[src/rtl/slic_pkg.sv]
package slic_pkg;

   typedef enum logic [1:0] {
      MODE_RUN = 2'd0,
      MODE_STD = 2'd1,
      MODE_DIV = 2'd2
   } slic_mode_e;

   function automatic int unsigned slic_cnt_width(input int unsigned log_min,
                                                  input int unsigned sel_w);
      return log_min + (1 << sel_w) - 1;
   endfunction

endpackage

[src/rtl/slic_divider.sv]
module slic_divider
   import slic_pkg::*;
#(
   parameter int unsigned DIV_LOG_MIN = 4,
   parameter int unsigned SEL_W       = 2
) (
   input  logic             clk,
   input  logic             rst_n,
   input  logic             restart,
   input  logic             run,
   input  logic [SEL_W-1:0] sel,
   output logic             tick
);
   localparam int unsigned CNT_W  = slic_cnt_width(DIV_LOG_MIN, SEL_W);
   localparam int unsigned N_SEL  = 1 << SEL_W;

   logic [CNT_W-1:0] term_tbl [N_SEL];
   logic [CNT_W-1:0] cnt_q;
   logic [CNT_W-1:0] term;

   generate
      for (genvar g = 0; g < N_SEL; g++) begin : g_term
         localparam int unsigned LOGN = DIV_LOG_MIN + g;
         assign term_tbl[g] = CNT_W'((64'd1 << LOGN) - 64'd1);
      end
   endgenerate

   assign term = term_tbl[sel];
   assign tick = run && (cnt_q == term);

   always_ff @(posedge clk or negedge rst_n) begin
      if (!rst_n) begin
         cnt_q <= '0;
      end else if (restart) begin
         cnt_q <= '0;
      end else if (run) begin
         cnt_q <= tick ? '0 : cnt_q + 1'b1;
      end
   end

   // counter never passes the selected terminal count
   a_r5_cnt_in_range: assert property (@(posedge clk) disable iff (!rst_n)
      run |-> (cnt_q <= term));

   // a restart always puts the counter back to zero
   a_r5_restart_zero: assert property (@(posedge clk) disable iff (!rst_n)
      restart |=> (cnt_q == '0));

endmodule

[src/rtl/slic_wake.sv]
module slic_wake
   import slic_pkg::*;
#(
   parameter int unsigned IRQ_W = 4
) (
   input  logic             clk,
   input  logic             rst_n,
   input  slic_mode_e       mode,
   input  logic             tick,
   input  logic [IRQ_W-1:0] irq_pend,
   input  logic [IRQ_W-1:0] irq_en,
   input  logic             gie_set,
   input  logic             gie_clr,
   output logic             wake
);
   logic gie_q;
   logic held_q;
   logic hit;

   assign hit = gie_q && (|(irq_pend & irq_en));

   always_comb begin
      unique case (mode)
         MODE_STD: wake = hit;
         MODE_DIV: wake = tick && (held_q || hit);
         default:  wake = 1'b0;
      endcase
   end

   always_ff @(posedge clk or negedge rst_n) begin
      if (!rst_n) begin
         gie_q <= 1'b1;
      end else if (gie_clr) begin
         gie_q <= 1'b0;
      end else if (gie_set) begin
         gie_q <= 1'b1;
      end
   end

   always_ff @(posedge clk or negedge rst_n) begin
      if (!rst_n) begin
         held_q <= 1'b0;
      end else if (mode != MODE_DIV || wake) begin
         held_q <= 1'b0;
      end else if (hit) begin
         held_q <= 1'b1;
      end
   end

   // clear wins over set in the same cycle
   a_r7_clear_wins: assert property (@(posedge clk) disable iff (!rst_n)
      (gie_set && gie_clr) |=> !gie_q);

   // with the global enable off and nothing held, idle is not left
   a_r7_no_wake_gated: assert property (@(posedge clk) disable iff (!rst_n)
      (!gie_q && !held_q) |-> !wake);

   // a remembered request persists until the wake pulse
   a_r10_held_kept: assert property (@(posedge clk) disable iff (!rst_n)
      (held_q && mode == MODE_DIV && !wake) |=> held_q);

endmodule

[src/rtl/slic_dma_arb.sv]
module slic_dma_arb #(
   parameter int unsigned DMA_W = 3
) (
   input  logic             clk,
   input  logic             rst_n,
   input  logic [DMA_W-1:0] req,
   output logic [DMA_W-1:0] gnt
);
   logic [DMA_W-1:0] pick;
   logic [DMA_W:0]   seen;

   assign seen[0] = 1'b0;

   generate
      for (genvar i = 0; i < DMA_W; i++) begin : g_pri
         assign pick[i]   = req[i] && !seen[i];
         assign seen[i+1] = seen[i] || req[i];
      end
   endgenerate

   always_ff @(posedge clk or negedge rst_n) begin
      if (!rst_n) gnt <= '0;
      else        gnt <= pick;
   end

   // at most one grant
   a_r8_gnt_onehot: assert property (@(posedge clk) disable iff (!rst_n)
      $onehot0(gnt));

   // a grant only goes to a line that requested one cycle earlier
   a_r8_gnt_from_req: assert property (@(posedge clk) disable iff (!rst_n)
      |req |=> ((gnt & $past(req)) == gnt) && (gnt != '0));

endmodule

[src/rtl/slow_idle_clkgen.sv]
module slow_idle_clkgen
   import slic_pkg::*;
#(
   parameter int unsigned DIV_LOG_MIN = 4,
   parameter int unsigned SEL_W       = 2,
   parameter int unsigned IRQ_W       = 4,
   parameter int unsigned DMA_W       = 3
) (
   input  logic             clk,
   input  logic             rst_n,
   input  logic             idle_cmd,
   input  logic             idle_has_div,
   input  logic [SEL_W-1:0] idle_div_sel,
   input  logic [IRQ_W-1:0] irq_pend,
   input  logic [IRQ_W-1:0] irq_en,
   input  logic             gie_set,
   input  logic             gie_clr,
   input  logic [DMA_W-1:0] dma_req,
   output logic [DMA_W-1:0] dma_gnt,
   output logic             core_en,
   output logic             sclk_en,
   output logic             clkout_en,
   output logic             tmr_en,
   output logic             idle_active,
   output logic             wake
);
   generate
      if (DIV_LOG_MIN < 1 || DIV_LOG_MIN > 20) begin : g_bad_log
         $error("slow_idle_clkgen: DIV_LOG_MIN out of range");
      end
      if (SEL_W < 1 || SEL_W > 3) begin : g_bad_sel
         $error("slow_idle_clkgen: SEL_W out of range");
      end
      if (IRQ_W < 1) begin : g_bad_irq
         $error("slow_idle_clkgen: IRQ_W must be positive");
      end
      if (DMA_W < 1) begin : g_bad_dma
         $error("slow_idle_clkgen: DMA_W must be positive");
      end
   endgenerate

   slic_mode_e       mode_q;
   logic [SEL_W-1:0] sel_q;
   logic             accept;
   logic             tick;
   logic             in_run;
   logic             in_std;
   logic             in_div;

   assign in_run = (mode_q == MODE_RUN);
   assign in_std = (mode_q == MODE_STD);
   assign in_div = (mode_q == MODE_DIV);
   assign accept = in_run && idle_cmd;

   always_ff @(posedge clk or negedge rst_n) begin
      if (!rst_n) begin
         mode_q <= MODE_RUN;
         sel_q  <= '0;
      end else if (accept) begin
         mode_q <= idle_has_div ? MODE_DIV : MODE_STD;
         sel_q  <= idle_div_sel;
      end else if (wake) begin
         mode_q <= MODE_RUN;
      end
   end

   slic_divider #(
      .DIV_LOG_MIN (DIV_LOG_MIN),
      .SEL_W       (SEL_W)
   ) u_div (
      .clk     (clk),
      .rst_n   (rst_n),
      .restart (accept),
      .run     (in_div),
      .sel     (sel_q),
      .tick    (tick)
   );

   slic_wake #(
      .IRQ_W (IRQ_W)
   ) u_wake (
      .clk      (clk),
      .rst_n    (rst_n),
      .mode     (mode_q),
      .tick     (tick),
      .irq_pend (irq_pend),
      .irq_en   (irq_en),
      .gie_set  (gie_set),
      .gie_clr  (gie_clr),
      .wake     (wake)
   );

   slic_dma_arb #(
      .DMA_W (DMA_W)
   ) u_dma (
      .clk   (clk),
      .rst_n (rst_n),
      .req   (dma_req),
      .gnt   (dma_gnt)
   );

   assign core_en     = in_run || (in_div && tick);
   assign sclk_en     = in_run || in_std || (in_div && tick);
   assign clkout_en   = sclk_en;
   assign tmr_en      = sclk_en;
   assign idle_active = !in_run;

   // normal operation runs every enable at full rate
   a_r2_run_full_rate: assert property (@(posedge clk) disable iff (!rst_n)
      in_run |-> (core_en && sclk_en && clkout_en && tmr_en && !idle_active));

   // standard idle gates only the core
   a_r3_std_core_only: assert property (@(posedge clk) disable iff (!rst_n)
      in_std |-> (!core_en && sclk_en && tmr_en));

   // a wake from standard idle resumes on the next cycle
   a_r4_std_resume: assert property (@(posedge clk) disable iff (!rst_n)
      (in_std && wake) |=> (mode_q == MODE_RUN));

   // divided wake only lands on a common enable pulse
   a_r6_wake_on_pulse: assert property (@(posedge clk) disable iff (!rst_n)
      (in_div && wake) |-> (core_en && sclk_en && clkout_en && tmr_en));

   // an idle command during idle leaves mode and divisor alone
   a_r9_cmd_ignored: assert property (@(posedge clk) disable iff (!rst_n)
      (!in_run && !wake) |=> ($stable(mode_q) && $stable(sel_q)));

endmodule

[config.mk]
export PLATFORM = sky130hd
export DESIGN_NAME = slow_idle_clkgen
export DESIGN_NICKNAME = d
export VERILOG_FILES = /design/src/rtl/slic_pkg.sv /design/src/rtl/slic_divider.sv /design/src/rtl/slic_wake.sv /design/src/rtl/slic_dma_arb.sv /design/src/rtl/slow_idle_clkgen.sv
export SDC_FILE = /design/constraint.sdc
export NUM_CORES = 1
export LEC_CHECK = 0
export BUFFER_PORTS_ARGS = -buffer_cell sky130_fd_sc_hd__buf_2
export CORE_MARGIN = 1.5
export CORE_UTILIZATION = 52
export CTS_CLUSTER_SIZE = 16
export DETAILED_ROUTE_END_ITERATION = 8
export MAX_ROUTING_LAYER = met4
export PLACE_DENSITY = 0.82
export SLEW_MARGIN = 30
export SYNTH_ARGS = -nofsm -noshare
export SYNTH_HDL_FRONTEND = slang
export SYNTH_SLANG_ARGS = --single-unit
[constraint.sdc]
create_clock -name clk -period 2.35 [get_ports clk]
set_input_delay 0.1175 -clock clk [delete_from_list [all_inputs] [get_ports clk]]
set_output_delay 0.1175 -clock clk [all_outputs]
set_load 0.03 [all_outputs]
==> results of run 1 <==
[layout make-up]
class                      count  area share [%]
multi-input combinational     67           40.25
sequential                    16           36.60
timing repair buffer          32           16.65
clock buffer                   4           3.307
tap                           16           1.824
inverter                       4           1.368
[critical path: stages, from the launching register on]
cell       delay (ns)
dfrtp_1          0.40
inv_1            0.09
ha_2             0.27
nand4_1          0.15
o21bai_2         0.26
o2bb2ai_2        0.23
o211a_1          0.17
buf_2            0.19
[through the flow]
step	hold slack, ns	area, um2	utilization (%)	std cells
after CTS	0.01730	1080	70.85	138
after detailed placement	0.04499	994.7	65.27	130
after global routing	0.01248	1097	72.00	139
after global placement	0.04579	994.7	65.27	130
final	0.01773	1097	72.00	139
after floorplan	-0.1781	863.3	-	91
[how the worst min path moves through the flow]
stage                           to  slack [ns]  depth (start not counted)            start
finish                    sel_q[0]        0.02                          3  idle_div_sel[0]
global route              sel_q[0]        0.01                          3  idle_div_sel[0]
CTS                       sel_q[0]        0.02                          3  idle_div_sel[0]
detailed placement  u_div.cnt_q[0]        0.04                          1            rst_n
global placement    u_div.cnt_q[1]        0.05                          1            rst_n
floorplan                mode_q[0]       -0.18                          0            rst_n
[sequential cells by signal, indices dropped and copies added, names as in the netlist]
name	cells
sel_q	2
u_div.cnt_q	7
u_dma.gnt	3
mode_q	2
u_wake.gie_q	1
u_wake.held_q	1
[placed cells by master, fill, tap and decap left out, types with 3 or more instances in the layout]
| cell | synthesis | layout |
|---|---|---|
| a21oi_1 | 7 | 7 |
| buf_2 | 1 | 27 |
| clkbuf_4 | 0 | 3 |
| dfrtp_1 | 15 | 15 |
| dlygate4sd3_1 | 0 | 4 |
| ha_1 | 4 | 3 |
| inv_1 | 4 | 4 |
| nand2_1 | 13 | 13 |
| nor2_1 | 7 | 7 |
| nor3_1 | 3 | 3 |
| o21ai_0 | 3 | 3 |
[power by group through the flow]
stage                     clock network, mW  logic [mW]  registers (mW)
after floorplan                           0       0.411           0.409
after global placement                    0       0.492           0.416
after detailed placement                  0       0.503           0.421
after CTS                             0.185       0.518           0.416
after global routing                  0.199       0.567           0.431
final                                 0.183       0.517           0.420
[metal layers]
metal	global-route usage (%)	vias to the layer above	part of all wire (%)
met4	10.30	0	2.2
met2	38.24	20	50
met1	25.47	371	44
li1	-	380	-
met5	-	-	0
met3	4.583	6	3.7
[kinds of logic (layout without fill, tap and decap cells)]
| family | after synthesis | count (layout) | synth area share, % |
|---|---|---|---|
| AOI/OAI and AO/OA | 21 | 21 | 16.59 |
| muxes | 2 | 2 | 2.329 |
| and+or+nand+nor | 37 | 37 | 20.96 |
| xor gates and xnor gates | 3 | 3 | 3.057 |
| adders and majority gates | 4 | 4 | 5.823 |
| buffers and inverters | 8 | 40 | 4.510 |
| DFF | 16 | 16 | 46.73 |
[timing repair]
item	4_1_cts	5_1_grt
buffers inserted	0	1
hold endpoints to repair	18	0
resized for setup	2	2
pin swaps	0	1
hold buffers	4	0
endpoints found under the setup margin	1	4
==> qor.csv, run 1 <==
stage,metric,value,unit
logic_synthesis,synth.top_cell.area_share,43.67,%
setup_path,r2r-start,u_div.cnt_q[6],
logic_synthesis,synth_cell_types,34,
logic_synthesis,syn_inst,91,
setup_path,cp_data_arrival_time,2.07,ns
power,ir_worst_vdd,0.6053,mV
setup_path,required,2.23,ns
cts,clock_path_buffers,2,
power,p_seq_share,37.5,%
logic_synthesis,synth_top_cell_by_area,dfrtp_1,
timing,setup_viol,0,
grt,grt_overflow,0,
floorplan,dieHeight,43.66,um
grt,antenna_found_initial,0,
logic_synthesis,ys_seq_elements,16,
timing,fin_skew,0.009772,ns
cts,htreeDepth,1,
timing,worst_slack,0.1645,ns
setup_path,path_class,flop to output pin,
logic_synthesis,synth.area.top_cells,"dfrtp_1 (44%), ha_1 (5.8%), nand2_1 (5.7%)",
cells_and_area,area_growth,27.66,%
routing,final_antenna_net_count,0,
place,place_ws,0.2387,ns
logic_synthesis,yosysSeqAreaShare,46.72,%
grt,grt_max_degree,17,
timing,tightestPinTransition,0.5297,ns
routing,first_iter_violations,8,
floorplan,fp.coreArea,1524,um2
place,gp_congestion,0.8416,
logic_synthesis,synthFlopType,dfrtp_1,
setup_path,critPathLaunch,mode_q[0],
routing,avgViaCountPerCell,5.590,
power,power_frac_clock,16.4,%
cells_and_area,fillCellCount,123,
setup_path,worst_r2r_endpoint,u_div.cnt_q[5],
logic_synthesis,yosysMostFrequentCell,dfrtp_1,
timing,post-route-min-period,2.186,ns
floorplan,rows,14,
cts,cts.reportedPaths.clkPinSlew,0.10,ns
power,p_sw_share,43.45,%
routing,drc,0,
run_status,outcome,"finished, final reports clean",
cts,numCtsBuffers,3,
power,p_int,0.6331,mW
timing,slew_violations,0,
timing,relSlewSlack,64.69,%
cts,root_buffer,clkbuf_4,
logic_synthesis,synth-edff-count,0,
timing,rsz0062_at_grt,no,
grt,grt_pass1_vias,756,
place,dp_hpwl,1374,um
floorplan,start_util,56.40,%
cts,cts.sink_count,16,
routing,drt_first_pass_iters,4,
cells_and_area,diodes,0,
grt,grt_util_all_layers,22.63,%
power,p_switching,0.4865,mW
setup_path,r2r_cells,4,
logic_synthesis,synth.top_cells.by_count,"dfrtp_1 (15), nand2_1 (13), a21oi_1 (7), nor2_1 (7)",
setup_path,cp_max_fo,10,
routing,wire_per_inst,12.88,um
floorplan,dieArea,1906,um2
cells_and_area,layout.nets,147,
timing,fin_tns_setup,0,ns
grt,grt_pass1_wl,3049,um
cells_and_area,multiInputGateArea,441.7,um2
timing,max_freq,457.6,MHz
setup_path,rrSetupSlack,0.68,ns
logic_synthesis,ys_warn_count,0,
floorplan,num_io_pins,28,
logic_synthesis,syn_area_per_cell,9.446,um2
timing,period_share,93.00,%
timing,hold_viol,0,
setup_path,cp-start-kind,flop,
logic_synthesis,syn_nets,114,
cells_and_area,regArea,401.6,um2
setup_path,cp-end-kind,output pin,
cells_and_area,drive_above_1_share,31.71,%
routing,vias,777,
routing,wl,1791,um
place,port_buffers,27,
power,comb_power_share,46.1,%
flow_run,drv_cap,0,
setup_path,critPathCapture,wake,
power,power,1.120,mW
cts,tritoncts,yes,
logic_synthesis,synth_area,859.6,um2
logic_synthesis,synthArstFlopShare,100.0,%
floorplan,dieWidth,43.66,um
power,power_density,1020,nW/um2
power,power.leakage,0.5630,nW
min_path,hold_class,input pin to flop,
cts,worstSkewPairLatency,0.29,ns
No activity file was read; power rests on OpenSTA's default activity.
==> run 2, diff against run 1 <==
--- a/config.mk
+++ b/config.mk
@@ -6,6 +6,7 @@
 export NUM_CORES = 1
 export LEC_CHECK = 0
 export BUFFER_PORTS_ARGS = -buffer_cell sky130_fd_sc_hd__buf_2
+export CAP_MARGIN = 20
 export CORE_MARGIN = 1.5
 export CORE_UTILIZATION = 52
 export CTS_CLUSTER_SIZE = 16
==> constraint.sdc (replaced) <==
create_clock -name clk -period 2.6 [get_ports clk]
set_input_delay 0.13 -clock clk [delete_from_list [all_inputs] [get_ports clk]]
set_output_delay 0.13 -clock clk [all_outputs]
set_load 0.03 [all_outputs]
==> qor.csv, run 2 (synthesis gave the netlist of run 1 again) <==
stage,metric,value,unit
run_status,outcome,"finished, final reports clean",
setup_path,required,2.47,ns
setup_path,cp_data_arrival_time,2.21,ns
cells_and_area,fin_cells,138,
floorplan,dieWidth,43.66,um
power,power.leakage,0.5656,nW
cells_and_area,multiInputGateArea,427.9,um2
cells_and_area,layout_common_cells,"buf_2 (27), dfrtp_1 (15), nand2_1 (13), nor2_1 (7), a21oi_1 (7)",
grt,antenna_found_initial,0,
cells_and_area,final_common_cell,buf_2,
setup_path,rrSetupSlack,0.86,ns
setup_path,worst_r2r_endpoint,mode_q[1],
power,power_frac_clock,17.0,%
setup_path,cp-end-kind,output pin,
cts,numCtsBuffers,3,
floorplan,dieHeight,43.66,um
setup_path,r2r_cells,6,
floorplan,dieArea,1906,um2
place,gp_congestion,0.8473,
routing,wire_per_inst,12.57,um
place,dp_hpwl,1273,um
cts,clock_path_buffers,2,
cts,root_buffer,clkbuf_4,
power,power_density,934.9,nW/um2
power,p_sw_share,43.40,%
setup_path,critPathCapture,wake,
setup_path,critPathLaunch,mode_q[0],
power,p_int,0.5694,mW
timing,fin_tns_setup,0,ns
timing,slew_violations,0,
timing,tightestPinTransition,0.5204,ns
floorplan,fp.coreArea,1524,um2
grt,grt_max_degree,17,
routing,drt_first_pass_iters,4,
cells_and_area,regArea,401.6,um2
cells_and_area,area_growth,25.18,%
cells_and_area,regMostFlops,u_div.cnt_q,
timing,post-route-min-period,2.341,ns
power,p_seq_share,37.5,%
cells_and_area,fillCellCount,120,
grt,grt_pass1_wl,3084,um
floorplan,start_util,56.40,%
timing,period_share,90.03,%
cells_and_area,drive_above_1_share,28.69,%
routing,vias,756,
routing,drc,0,
cts,cts.reportedPaths.clkPinSlew,0.10,ns
place,dp.cells,130,
routing,avgViaCountPerCell,5.478,
cells_and_area,reg_top3,"u_div.cnt_q: 7 flops, u_dma.gnt: 3 flops",
floorplan,num_io_pins,28,
cts,htreeDepth,1,
timing,setup_viol,0,
setup_path,r2r-start,mode_q[0],
timing,hold_viol,0,
timing,relSlewSlack,65.00,%
place,port_buffers,27,
timing,fin_skew,0.006455,ns
floorplan,rows,14,
grt,grt_pass1_vias,738,
power,comb_power_share,45.5,%
cells_and_area,largest_register_ffs,7,
power,p_switching,0.4365,mW
routing,wl,1735,um
setup_path,cp-start-kind,flop,
cells_and_area,layout.nets,146,
cts,worstSkewPairLatency,0.30,ns
power,ir_worst_vdd,0.6134,mV
timing,max_freq,427.2,MHz
routing,first_iter_violations,11,
setup_path,cp_max_fo,10,
routing,final_antenna_net_count,0,
grt,grt_overflow,0,
setup_path,path_class,flop to output pin,
cts,tritoncts,yes,
min_path,hold_class,input pin to flop,
cells_and_area,diodes,0,
grt,grt_util_all_layers,23.10,%
timing,rsz0062_at_grt,no,
flow_run,drv_cap,0,
cts,cts.sink_count,16,
==> run 2: changes by cell type in the layout (fill, tap and decap cells not counted), sizes merged <==
| cell | previous run | this run |
|---|---|---|
| buf | 28 | 27 |
==> run 2: worst min-delay path by stage <==
stage	depth (start not counted)	from	endpoint	slack, ns
2_1_floorplan	0	rst_n	mode_q[0]	-0.17
3_3_place_gp	1	rst_n	u_div.cnt_q[0]	0.06
3_5_place_dp	1	rst_n	u_div.cnt_q[0]	0.06
4_1_cts	3	idle_div_sel[1]	sel_q[1]	0.02
5_1_grt	3	idle_div_sel[1]	sel_q[1]	0.02
6_report	3	idle_div_sel[1]	sel_q[1]	0.02
==> run 2: worst max-delay path: stages, from the launching register on <==
cell and delay [ns]:
dfrtp_1 0.41, inv_1 0.09, ha_2 0.28, nand4_1 0.20
o21bai_1 0.29, o2bb2ai_2 0.25, o211a_1 0.19, buf_2 0.19
==> run 2: what timing repair did <==
action                                  in CTS  in global routing
setup buffers                                0                  0
hold buffers                                 4                  0
endpoints found under the setup margin       0                  1
endpoints found under the hold margin       18                  0
gates resized for setup                      0                  2
==> run 2: area by class of cell <==
type / count / area share [%]
timing repair buffer: 31 / 16.28
sequential: 16 / 37.33
tap: 16 / 1.860
multi-input combinational: 67 / 39.77
inverter: 4 / 1.395
clock buffer: 4 / 3.372
==> run 2: layer usage <==
| metal | GRT usage [%] | routed length, um | part of all wire, % | vias to the layer above |
|---|---|---|---|---|
| li1 | - | - | - | 380 |
| met3 | 6.667 | 69 | 4.0 | 3 |
| met1 | 27.69 | 773 | 45 | 355 |
| met5 | - | 0 | 0 | - |
| met2 | 36.18 | 868 | 50 | 18 |
| met4 | 9.697 | 24 | 1.4 | 0 |
==> run 2: power by group through the flow <==
stage	combinational, mW	clock (mW)	sequential, mW
after CTS	0.454	0.176	0.376
final	0.458	0.171	0.377
after floorplan	0.368	0	0.369
after detailed placement	0.448	0	0.381
after global routing	0.506	0.182	0.384
after global placement	0.442	0	0.376
==> run 2: metrics by stage <==
stage / instance area, um2 / setup WS [ns] / total power [mW] / util, % / hold slack, ns
after floorplan: 859.6 / 0.2331 / 0.7376 / - / -0.1656
after global placement: 991.0 / 0.5766 / 0.8187 / 65.02 / 0.05957
after detailed placement: 991.0 / 0.4449 / 0.8293 / 65.02 / 0.05873
after CTS: 1067 / 0.1013 / 1.005 / 70.03 / 0.01952
after global routing: 1076 / 0.1015 / 1.073 / 70.61 / 0.02289
final: 1076 / 0.2591 / 1.006 / 70.61 / 0.02282
